[src/rtl/hostbus_pkg.sv]
package hostbus_pkg;
  typedef enum logic [2:0] {
    HB_IDLE  = 3'd0,
    HB_ADDR  = 3'd1,
    HB_RDATA = 3'd2,
    HB_WCAP  = 3'd3,
    HB_WHOLD = 3'd4,
    HB_END   = 3'd5
  } hb_state_e;
endpackage

[src/rtl/hb_addr_latch.sv]
module hb_addr_latch #(
  parameter int AW = 8
) (
  input  logic          clk,
  input  logic          rst_n,
  input  logic          addr_mode,
  input  logic          cs_n,
  input  logic          as_n,
  input  logic [AW-1:0] addr_in,
  input  logic          capture,
  output logic          sel,
  output logic [AW-1:0] addr_q
);
  logic [AW-1:0] addr_nxt;

  // mode 0: select alone; mode 1: select qualified by address strobe
  always_comb begin
    if (addr_mode) sel = !cs_n && !as_n;
    else           sel = !cs_n;
  end

  always_comb begin
    addr_nxt = addr_q;
    if (capture) addr_nxt = addr_in;
  end

  always_ff @(posedge clk or negedge rst_n) begin
    if (!rst_n) addr_q <= '0;
    else        addr_q <= addr_nxt;
  end
endmodule

[src/rtl/hb_seq.sv]
module hb_seq
  import hostbus_pkg::*;
(
  input  logic      clk,
  input  logic      rst_n,
  input  logic      sel,
  input  logic      rd_n,
  input  logic      wr_n,
  output hb_state_e state,
  output logic      capture,
  output logic      rd_load,
  output logic      wr_phase,
  output logic      oe,
  output logic      wait_n
);
  hb_state_e st_q, st_nxt;
  logic      rd_seen_q, rd_seen_nxt;

  // read strobe is qualified on the falling edge inside the address phase
  always_comb begin
    rd_seen_nxt = (st_q == HB_ADDR) && !rd_n && wr_n;
  end

  always_ff @(negedge clk or negedge rst_n) begin
    if (!rst_n) rd_seen_q <= 1'b0;
    else        rd_seen_q <= rd_seen_nxt;
  end

  always_comb begin
    st_nxt = st_q;
    unique case (st_q)
      HB_IDLE:  if (sel) st_nxt = HB_ADDR;
      HB_ADDR: begin
        if (rd_seen_q)          st_nxt = HB_RDATA;
        else if (!wr_n && rd_n) st_nxt = HB_WCAP;
      end
      HB_RDATA: if (rd_n) st_nxt = HB_END;
      HB_WCAP:  st_nxt = wr_n ? HB_END : HB_WHOLD;
      HB_WHOLD: if (wr_n) st_nxt = HB_END;
      HB_END:   st_nxt = HB_END;
      default:  st_nxt = HB_IDLE;
    endcase
    if (!sel) st_nxt = HB_IDLE;
  end

  always_ff @(posedge clk or negedge rst_n) begin
    if (!rst_n) st_q <= HB_IDLE;
    else        st_q <= st_nxt;
  end

  always_comb begin
    state    = st_q;
    capture  = (st_q == HB_IDLE) && sel;
    rd_load  = (st_q == HB_ADDR) && rd_seen_q && sel;
    wr_phase = (st_q == HB_WCAP);
    oe       = (st_q == HB_RDATA);
    wait_n   = !((st_q == HB_ADDR) || (st_q == HB_WCAP));
  end
endmodule

[src/rtl/hb_regfile.sv]
module hb_regfile #(
  parameter int AW    = 8,
  parameter int DW    = 8,
  parameter int DEPTH = 16
) (
  input  logic          clk,
  input  logic          rst_n,
  input  logic [AW-1:0] addr,
  input  logic          wr_phase,
  input  logic [DW-1:0] wdata,
  output logic [DW-1:0] rdata
);
  localparam int          IDX_W   = (DEPTH > 1) ? $clog2(DEPTH) : 1;
  localparam logic [AW:0] DEPTH_V = DEPTH[AW:0];

  logic [DW-1:0] mem_q [DEPTH];
  logic          in_range;
  logic [IDX_W-1:0] idx;
  logic          wr_en;

  always_comb begin
    in_range = ({1'b0, addr} < DEPTH_V);
    idx      = addr[IDX_W-1:0];
    wr_en    = wr_phase && in_range;
  end

  // storage is written on the falling edge inside the capture state
  always_ff @(negedge clk or negedge rst_n) begin
    if (!rst_n) begin
      for (int i = 0; i < DEPTH; i++) mem_q[i] <= '0;
    end else if (wr_en) begin
      mem_q[idx] <= wdata;
    end
  end

  always_comb begin
    rdata = '0;
    if (in_range) rdata = mem_q[idx];
  end
endmodule

[src/rtl/hostbus_slave.sv]
module hostbus_slave
  import hostbus_pkg::*;
#(
  parameter int AW    = 8,
  parameter int DW    = 8,
  parameter int DEPTH = 16
) (
  input  logic          clk,
  input  logic          rst_n,
  input  logic          addr_mode_i,
  input  logic [AW-1:0] addr_i,
  input  logic          cs_n_i,
  input  logic          as_n_i,
  input  logic          rd_n_i,
  input  logic          wr_n_i,
  input  logic [DW-1:0] data_i,
  output logic [DW-1:0] data_o,
  output logic          data_oe_o,
  output logic          wait_o
);
  logic [1:0]    rst_pipe_q;
  logic          rst_int_n;
  logic          sel;
  logic [AW-1:0] addr_q;
  hb_state_e     state;
  logic          capture, rd_load, wr_phase, oe, wait_n;
  logic [DW-1:0] rdata;
  logic [DW-1:0] dout_q, dout_nxt;

  // asynchronous assertion, synchronous release
  always_ff @(posedge clk or negedge rst_n) begin
    if (!rst_n) rst_pipe_q <= 2'b00;
    else        rst_pipe_q <= {rst_pipe_q[0], 1'b1};
  end
  assign rst_int_n = rst_pipe_q[1];

  hb_addr_latch #(.AW(AW)) u_addr (
    .clk      (clk),
    .rst_n    (rst_int_n),
    .addr_mode(addr_mode_i),
    .cs_n     (cs_n_i),
    .as_n     (as_n_i),
    .addr_in  (addr_i),
    .capture  (capture),
    .sel      (sel),
    .addr_q   (addr_q)
  );

  hb_seq u_seq (
    .clk     (clk),
    .rst_n   (rst_int_n),
    .sel     (sel),
    .rd_n    (rd_n_i),
    .wr_n    (wr_n_i),
    .state   (state),
    .capture (capture),
    .rd_load (rd_load),
    .wr_phase(wr_phase),
    .oe      (oe),
    .wait_n  (wait_n)
  );

  hb_regfile #(.AW(AW), .DW(DW), .DEPTH(DEPTH)) u_regs (
    .clk     (clk),
    .rst_n   (rst_int_n),
    .addr    (addr_q),
    .wr_phase(wr_phase),
    .wdata   (data_i),
    .rdata   (rdata)
  );

  always_comb begin
    dout_nxt = dout_q;
    if (rd_load) dout_nxt = rdata;
  end

  always_ff @(posedge clk or negedge rst_int_n) begin
    if (!rst_int_n) dout_q <= '0;
    else            dout_q <= dout_nxt;
  end

  always_comb begin
    data_oe_o = oe && (state == HB_RDATA);
    data_o    = data_oe_o ? dout_q : '0;
    wait_o    = wait_n;
  end
endmodule

[config.mk]
export PLATFORM = sky130hd
export DESIGN_NAME = hostbus_slave
export DESIGN_NICKNAME = d
export VERILOG_FILES = /design/src/rtl/hostbus_pkg.sv /design/src/rtl/hb_addr_latch.sv /design/src/rtl/hb_seq.sv /design/src/rtl/hb_regfile.sv /design/src/rtl/hostbus_slave.sv
export SDC_FILE = /design/constraint.sdc
export NUM_CORES = 1
export LEC_CHECK = 0
export BUFFER_PORTS_ARGS = -buffer_cell sky130_fd_sc_hd__buf_2
export CAP_MARGIN = 20
export CORE_ASPECT_RATIO = 0.7
export CORE_UTILIZATION = 50
export DETAILED_ROUTE_END_ITERATION = 16
export GPL_TIMING_DRIVEN = 0
export PLACE_DENSITY = 0.67
export SLEW_MARGIN = 25
export SYNTH_ARGS = -nofsm -noshare
export SYNTH_HDL_FRONTEND = slang
export SYNTH_SLANG_ARGS = --single-unit
[constraint.sdc]
create_clock -name clk -period 6.4 [get_ports clk]
set_input_delay 0.64 -clock clk [delete_from_list [all_inputs] [get_ports clk]]
set_output_delay 0.64 -clock clk [all_outputs]
set_load 0.05 [all_outputs]
; ---- Word-level counts from Yosys, hierarchy flattened
; Cells that the tools add are included.
[op_classes]
bitwise = 1
n_lt_le_gt_ge = 3
mux = 16
reduce_logical = 17
n_eq_ne = 8
[op_table]
columns = op, count
row1 = $bwmux W128, 1
row2 = $mux W8, 5
row3 = $bmux W8 S4, 1
row4 = $demux W8 S4, 1
row5 = $pmux W3 S6, 1
row6 = $mux W3, 5
row7 = $logic_and A1 B1 Y1, 9
row8 = $lt A8 B5 Y1 const B, 1
row9 = $eq A3 B2 Y1 const B, 2
row10 = $eq A3 B3 Y1 const B, 2
row11 = $ne A3 B3 Y1 const B, 2
row12 = $ge A5 B5 Y1 const B, 1
row13 = $logic_not A1 Y1, 5
row14 = $lt A5 B1 Y1 const B, 1
row15 = $not A4 Y5, 1
row16 = $ne A4 B4 Y1 const B, 1
row17 = $eq A3 B1 Y1 const B, 1
row18 = $logic_not A3 Y1, 1
row19 = $reduce_and A3 Y1, 1
row20 = $mux W1, 2
row21 = $logic_or A1 B1 Y1, 1
[word_totals]
output_inout_bits = 10
inputBits = 23
elab_cells = 66
regBits = 150

; ---- Longest topological paths before layout
; Gate-level depths: netlist of run 1.
[depth]
word_depth = 6
mapped_depth = 6
mapped_depth_nobuf = 4

; ---- By module
; A second synthesis of run 1 with hierarchy kept.
[hier_totals]
cells_unflattened = 458
area_unflattened_um2 = 7041.8
[modules_own_cells]
columns = mod, cells_each, area_per_inst_um2, seq_area_each_um2, n_inst
row1 = hb_regfile, 379, 6009.5, 3203.1, 1
row2 = hostbus_slave, 30, 416.6, 250.2, 1
row3 = hb_addr_latch, 18, 336.6, 200.2, 1
row4 = hb_seq, 31, 279.0, 100.1, 1

==> summary.txt, run 1 <==
Run status
  – Status: finished clean

STA
  – Clk_skew: approximately 31 ps
  – Rel. slew slack: a little over half
  – WHS: 245.4 ps
  – Slew Limit Fails: 0
  – Worst slew pin tran: 684.2 ps
  – RSZ-0062 raised after global routing: false
  – Final setup vio count: 0
  – Final setup TNS: 0 ps
  – Final Hold Viols: 0

Yosys
  – Top cell type's share of synthesized area: a little under half
  – Register area share after synthesis: 54.77%
  – Yosys Warn Count: 0
  – Syn_area_per_cell: approximately 16 um^2
  – Synth area leaders: dfrtn_1 47%, mux2_2 23%, mux4_2 11%
  – Syn_nets: 464
  – Area leader, netlist: dfrtn_1
  – Post-synthesis register bit count: 150
  – Gate Count Post-Synth: 441
  – Synthesized area: 6853 um^2
  – Synth unique cells: 30

Global routing
  – Global-route wire length before repair: 23370 um
  – GR Overflow Total: 0
  – Vias in the first global route: 4116
  – Total track usage: roughly 23%
  – Largest net degree at the start of global routing: just over 50
  – Initial antenna violation count: 0

CTS
  – CTS Buf Count: 17
  – Clock tree from TritonCTS: built
  – CTS Root Cell: clkbuf_16
  – Clock buffer depth: 2
  – Worst skew pair latency: roughly 420 ps
  – Clock slew at reported path FFs: approximately 60 ps
  – H-Tree Level Count: 4
  – Post-CTS Setup Bufs: 0
  – Sink Count: 150

Placed design
  – Gpl congestion: slightly below 0.8
  – HPWL after detailed placement: a little over 10000 um
  – I/O Buffers: 32

Pwr
  – Leak: between 3 and 4 nW
  – Highest ir drop seen on vdd: about 0.22 mV
  – Clock share of power: between 40% and 50%
  – Switching Share: 24.97%
  – Sw power: 534.7 uW
  – Gate power share: a little over a tenth
  – Reg power frac: 46.2%
  – P_int: 1.607 mW
  – Power per cell area: 272.1 nW/um^2

Critical path
  – Setup crit start: u_addr.addr_q[3]
  – R2r startpoint: u_addr.addr_q[3]
  – Required time worst endpoint: roughly 3400 ps
  – Critical Path Start Type: flop
  – CP Class: flop to flop
  – R2R cell count: 4
  – Reg2reg end: u_regs.mem_q[17]
  – Critical path peak fanout: 10
  – Worst path arrival time: between 2000 and 3000 ps
  – R2R Setup Slk: between 700 and 800 ps
  – Setup crit end kind: flop

Detailed routing
  – Number of vias per cell: around 5.6
  – WL per Instance: about 21 um
  – Met1 wire length: 6745 um
  – Pre-Repair DR Iteration Count: 4
  – Drt drc: 0
  – Top sig layer: met4
  – Wire length on met2: 6633 um
  – Initial DRC Count: 143
  – Drt total wl: 14310 um
  – Detail Route Antenna Nets: 0
  – Met3 WL post-DR: 832 um
  – Via Count: roughly 3900

Final layout
  – Area grow syn2layout: 14.84%
  – Most frequent cells in the layout: 142 x mux2_2, 129 x dfrtn_1, 42 x buf_2, 32 x mux4_2, 20 x dfrtp_1
  – Final net count: roughly 520
  – Share of layout cells above drive strength 1: 52.86%
  – Commonest non-fill, non-tap cell in the layout: mux2_2
  – Ant diodes: 0

Run
  – Maxcap violations: 0

Worst hold path
  – Hold WC Path Type: flop to asynchronous set/reset pin

Die
  – Site row count: 35
  – I/O pins: 33
  – Die X-Extent: between 100 and 150 um
  – Core area: between 10000 and 15000 um^2
  – Full die area: 14190 um^2
  – Initial Util: 51.65%
  – Die Ht: between 90 and 100 um
cell type report:
cell class	instances	area, um^2
fill	1039	5399
sequential	150	3757
multi-input combinational	264	2985
clock buffer	23	499.2
timing repair buffer	36	237.7
tap	185	231.5
buffer	25	106.4
clock inverter	7	45.04
inverter	2	7.507
stage by stage:
stage                     instances  setup slack (ps)  util [%]  cell area (um^2)  power [mW]
after global routing            692             620.1     59.31              7870       2.219
after detailed placement        661             812.1     55.13              7316       1.240
after floorplan                 441             835.0         -              6854       1.168
final                           692             719.3     59.31              7870       2.141
after global placement          658           -0.4590     54.61              7246       1.230
after CTS                       692             728.1     59.31              7870       2.160
state kept, by name (all words and copies together), names as in the netlist:
| name | count |
|---|---|
| dout_q | 8 |
| u_seq.state | 3 |
| u_addr.addr_q | 8 |
| u_seq.rd_seen_q | 1 |
| rst_pipe_q | 2 |
| u_regs.mem_q | 128 |
metal layers:
metal  up-vias  track usage [%]
met4         0            5.707
met1      2074            33.09
li1       1745                -
met5         -                0
met2        78            33.91
met3         8            5.773
cell usage after synthesis:
cell type  count
inv_1          2
mux4_2        32
a21oi_1        4
nor2_2        12
or4_1          1
nand2b_1       3
nand3_1        2
and2_1         8
o22ai_1        1
nor4_1         1
and3b_1        1
nor3_4         4
nand2_1       11
a21o_1         1
buf_2         10
nor4_4         1
nand4b_2       2
o21ai_0        8
mux2_1         2
conb_1         1
nor3_1         4
mux2i_1       16
mux2_2       142
dfrtp_1       21
clkbuf_1      15
nor4bb_1       1
nand4_2        1
dfrtn_1      129
a2bb2oi_1      2
nor2_1         3
timing repair:
action,CTS,global route
gates resized for setup,0,0
hold buffers,1,0
endpoints found under the hold margin,2,0
worst max path at each step:
stage	to	slack, ps	cells after the start
2_1_floorplan	u_regs.mem_q[0]	830	0
3_3_place_gp	u_regs.mem_q[73]	-0.5	0
3_5_place_dp	u_regs.mem_q[17]	810	4
4_1_cts	u_regs.mem_q[27]	730	4
5_1_grt	u_regs.mem_q[27]	620	4
6_report	u_regs.mem_q[17]	720	4
worst max-delay path: stages, from the launching register on:
cell,delay [ps]
dfrtp_1,400
clkbuf_1,550
nand4_2,350
nor2_2,580
mux2_2,410
power by group through the flow:
| stage | clock network (mW) | logic [mW] | registers [mW] |
|---|---|---|---|
| 6_report | 0.920 | 0.232 | 0.990 |
| 5_1_grt | 0.976 | 0.250 | 0.992 |
| 4_1_cts | 0.934 | 0.236 | 0.990 |
| 3_5_place_dp | 0 | 0.234 | 1.01 |
| 3_3_place_gp | 0 | 0.210 | 1.02 |
| 2_1_floorplan | 0 | 0.156 | 1.01 |
cell families after synthesis:
group | synth area share (%)
AOI/OAI and AO/OA | 1.333
buffers and inverters | 1.662
DFF | 54.77
muxes | 36.52
other | 0.05472
and+or+nand+nor | 5.660
No activity file was read; power rests on OpenSTA's default activity.
==> run 2: changes to the inputs <==
--- a/config.mk
+++ b/config.mk
@@ -11,8 +11,9 @@
 export CORE_UTILIZATION = 50
 export DETAILED_ROUTE_END_ITERATION = 16
 export GPL_TIMING_DRIVEN = 0
-export PLACE_DENSITY = 0.67
+export PLACE_DENSITY = 0.7
 export SLEW_MARGIN = 25
 export SYNTH_ARGS = -nofsm -noshare
 export SYNTH_HDL_FRONTEND = slang
+export SYNTH_HIERARCHICAL = 1
 export SYNTH_SLANG_ARGS = --single-unit
==> constraint.sdc (replaced) <==
create_clock -name clk -period 4.72 [get_ports clk]
set_input_delay 0.472 -clock clk [delete_from_list [all_inputs] [get_ports clk]]
set_output_delay 0.472 -clock clk [all_outputs]
set_load 0.05 [all_outputs]
==> summary.txt, run 2 <==
Final layout
  – FILL cells: 1046 (+0.67%)
  – Final cell count without fillers: 728 (+5.2%)
  – Share of layout cells above drive strength 1: 51.93% (-0.93 points)
  – Commonest non-fill, non-tap cell in the layout: dfrtn_1
  – Number of flip-flops under the largest register name: 128 (unchanged)
  – Ant diodes: 0 (unchanged)
  – Largest registers: u_regs/mem_q: 128 flops, dout_q: 8 flops, u_addr/addr_q: 8 flops
  – Top reg by flops: u_regs/mem_q
  – Area grow syn2layout: 16.70%
  – Final net count: 553 (+6.6%)
  – Fin util: 61.13% (+1.8 points)
  – Most frequent cells in the layout: 129 x dfrtn_1, 120 x mux2_2, 40 x buf_2, 32 x mux4_2, 24 x mux2_4

Detailed routing
  – WL per Instance: 22.04 um (+6.6%)
  – Initial DRC Count: 280 (+96%)
  – Number of vias per cell: 5.967 (+5.7%)
  – Via Count: 4344 (+11%)
  – Detail Route Antenna Nets: 0 (unchanged)
  – Drt drc: 0 (unchanged)
  – Drt total wl: 16040 um (+12%)
  – Pre-Repair DR Iteration Count: 5 (+1)

Critical path
  – Required time worst endpoint: 2600 ps (-840 ps)
  – Critical Path Start Type: flop
  – Worst path arrival time: 2510 ps (-210 ps)
  – CP Class: flop to flop
  – Setup crit end kind: flop
  – Critical path peak fanout: 10 (unchanged)

Global routing
  – Total track usage: 24.45% (+1.8 points)
  – GR Overflow Total: 0 (unchanged)
  – Initial antenna violation count: 0 (unchanged)
  – Global-route wire length before repair: 25650 um (+9.8%)
  – Vias in the first global route: 4497 (+9.3%)
  – Largest net degree at the start of global routing: 58 (+14%)

STA
  – Rel. slew slack: 43.53% (-11 points)
  – Final setup vio count: 0 (unchanged)
  – Final setup margin: 90.36 ps (-629.0 ps)
  – Clk_skew: 29.65 ps (-1.203 ps)
  – WHS: 286.7 ps (+41.36 ps)
  – RSZ-0062 raised after global routing: false
  – Final Hold Viols: 0 (unchanged)
  – Slew Limit Fails: 0 (unchanged)
  – Worst slew pin tran: 843.9 ps (+159.7 ps)

Yosys
  – Top cell type's share of synthesized area: 45.84% (-1.3 points)
  – Post-synthesis register bit count: 150 (unchanged)
  – Syn_nets: 481 (+3.7%)
  – Yosys Warn Count: 6 (+6)
  – Synth unique cells: 42 (+40%)
  – Post-synth top flop: dfrtn_1
  – Synth area leaders: dfrtn_1 46%, mux2_2 19%, mux4_2 10%
  – Post-synth EDFFs: 0 (unchanged)
  – Register area share after synthesis: 53.30% (-1.5 points)
  – Ys async rst share: 100.0% (unchanged)
  – Syn_area_per_cell: 15.38 um^2 (-1.1%)
  – Synthesized area: 7042 um^2 (+2.8%)
  – Area leader, netlist: dfrtn_1
  – Most numerous cell in the Yosys netlist: dfrtn_1
  – Commonest cells in the synthesized netlist: 129 x dfrtn_1, 120 x mux2_2, 32 x mux4_2
  – Gate Count Post-Synth: 458 (+3.9%)

CTS
  – Clock buffer depth: 2 (unchanged)
  – Clock slew at reported path FFs: 60 ps (about the same)
  – CTS Root Cell: clkbuf_16
  – Sink Count: 150 (unchanged)
  – CTS Buf Count: 17 (unchanged)
  – Worst skew pair latency: 420 ps (about the same)
  – H-Tree Level Count: 4 (unchanged)
  – Clock tree from TritonCTS: built

Pwr
  – Sw power: 924.5 uW (+73%)
  – Reg power frac: 43.2% (-3.0 points)
  – Power per cell area: 398.4 nW/um^2 (+46%)
  – Gate power share: 17.6% (+6.8 points)
  – Clock share of power: 39.2% (-3.8 points)
  – Highest ir drop seen on vdd: 0.2878 mV (+30%)
  – P_int: 2.350 mW (+46%)
  – Switching Share: 28.23% (+3.3 points)
  – Leak: 3.647 nW (-3.3%)

Placed design
  – Placed cells: 677 (+2.4%)
  – HPWL after detailed placement: 10700 um (+4.3%)
  – I/O Buffers: 32 (unchanged)
  – Pre-CTS setup slack: -149.0 ps (-961.1 ps)
  – Gpl congestion: 0.8670 (+13%)

Die
  – Die Ht: 101.3 um (+1.3%)
  – I/O pins: 33 (unchanged)
  – Die X-Extent: 143.8 um (+1.3%)
  – Full die area: 14570 um^2 (+2.7%)
  – Core area: 13440 um^2 (+1.3%)
  – Initial Util: 52.38% (+0.73 points)
  – Site row count: 35 (unchanged)

Run
  – Maxcap violations: 0 (unchanged)

Worst hold path
  – Hold WC Path Type: input port to flop

Run status
  – Status: finished clean
run 2: changes by cell type in the layout (fill, tap and decap cells not counted), sizes merged, moves of 9 or more:
cell | before | now
nor2 | 15 | 5
buf | 45 | 71
nand3 | 2 | 16
nand4 | 1 | 10
run 2: cells by family (layout without fill, tap and decap cells):
logic type	count (synthesis)	count (layout)	synth area share [%]
AO/OA/AOI/OAI	16	16	1.759
buffers and inverters	36	121	2.487
flip-flops	150	150	53.30
multiplexers	184	184	35.68
other	1	1	0.05325
AND/OR/NAND/NOR	71	71	6.717
run 2: through the flow:
step	instance area (um^2)	total power [mW]	TNS, ps
after floorplan	7046	1.845	0
after global placement	7437	1.982	-4476
after detailed placement	7492	2.003	-5402
after CTS	8202	3.295	0
after global routing	8218	3.404	0
final	8218	3.274	0
run 2: layer usage:
| layer | routed length [um] | share of wire, % | global-route usage [%] |
|---|---|---|---|
| met1 | 7631 | 48 | 35.76 |
| met2 | 7294 | 45 | 35.97 |
| met5 | 0 | 0 | 0 |
| met4 | 297 | 1.9 | 9.002 |
| met3 | 818 | 5.1 | 5.343 |
run 2: area by class of cell:
| cell class | count | area, um^2 | share of cell area [%] |
|---|---|---|---|
| inverter | 3 | 11.26 | 0.1370 |
| multi-input combinational | 272 | 3114 | 37.90 |
| tap | 185 | 231.5 | 2.817 |
| sequential | 150 | 3757 | 45.72 |
| timing repair buffer | 54 | 380.4 | 4.629 |
| clock buffer | 18 | 450.4 | 5.481 |
| buffer | 32 | 160.2 | 1.949 |
| clock inverter | 14 | 112.6 | 1.370 |
run 2: final timing paths:
check,startpoint,endpoint,slack (ps),cells after the start
worst min register to register,rst_pipe_q[1],dout_q[2],320,0
max in group asynchronous,rst_pipe_q[1],u_regs/mem_q[47],1450,1
worst max register to register,u_addr/addr_q[7],u_regs/mem_q[43],90,4
min in group asynchronous,rst_pipe_q[1],dout_q[2],320,0
worst max-delay path,u_addr/addr_q[7],u_regs/mem_q[43],90,4
worst min-delay path,addr_i[4],u_addr/addr_q[4],290,2
run 2: critical path, stage by stage (launching register included):
cell and delay, ps:
dfrtp_1 400, nor4_1 450, buf_2 310, and4_1 540, mux2_2 400
run 2: power groups by stage:
stage | Combinational [mW] | Clock, mW | Sequential, mW
after floorplan | 0.412 | 0 | 1.43
after CTS | 0.571 | 1.31 | 1.42
after detailed placement | 0.565 | 0 | 1.44
after global routing | 0.614 | 1.36 | 1.43
final | 0.577 | 1.28 | 1.42
after global placement | 0.534 | 0 | 1.45
run 2: repair_timing:
item	4_1_cts	5_1_grt
resized for setup	0	1
setup endpoints to repair	89	24
cloned	0	0
pin swaps	10	1
hold buffers	1	0
hold endpoints to repair	2	0
buffers inserted	17	2
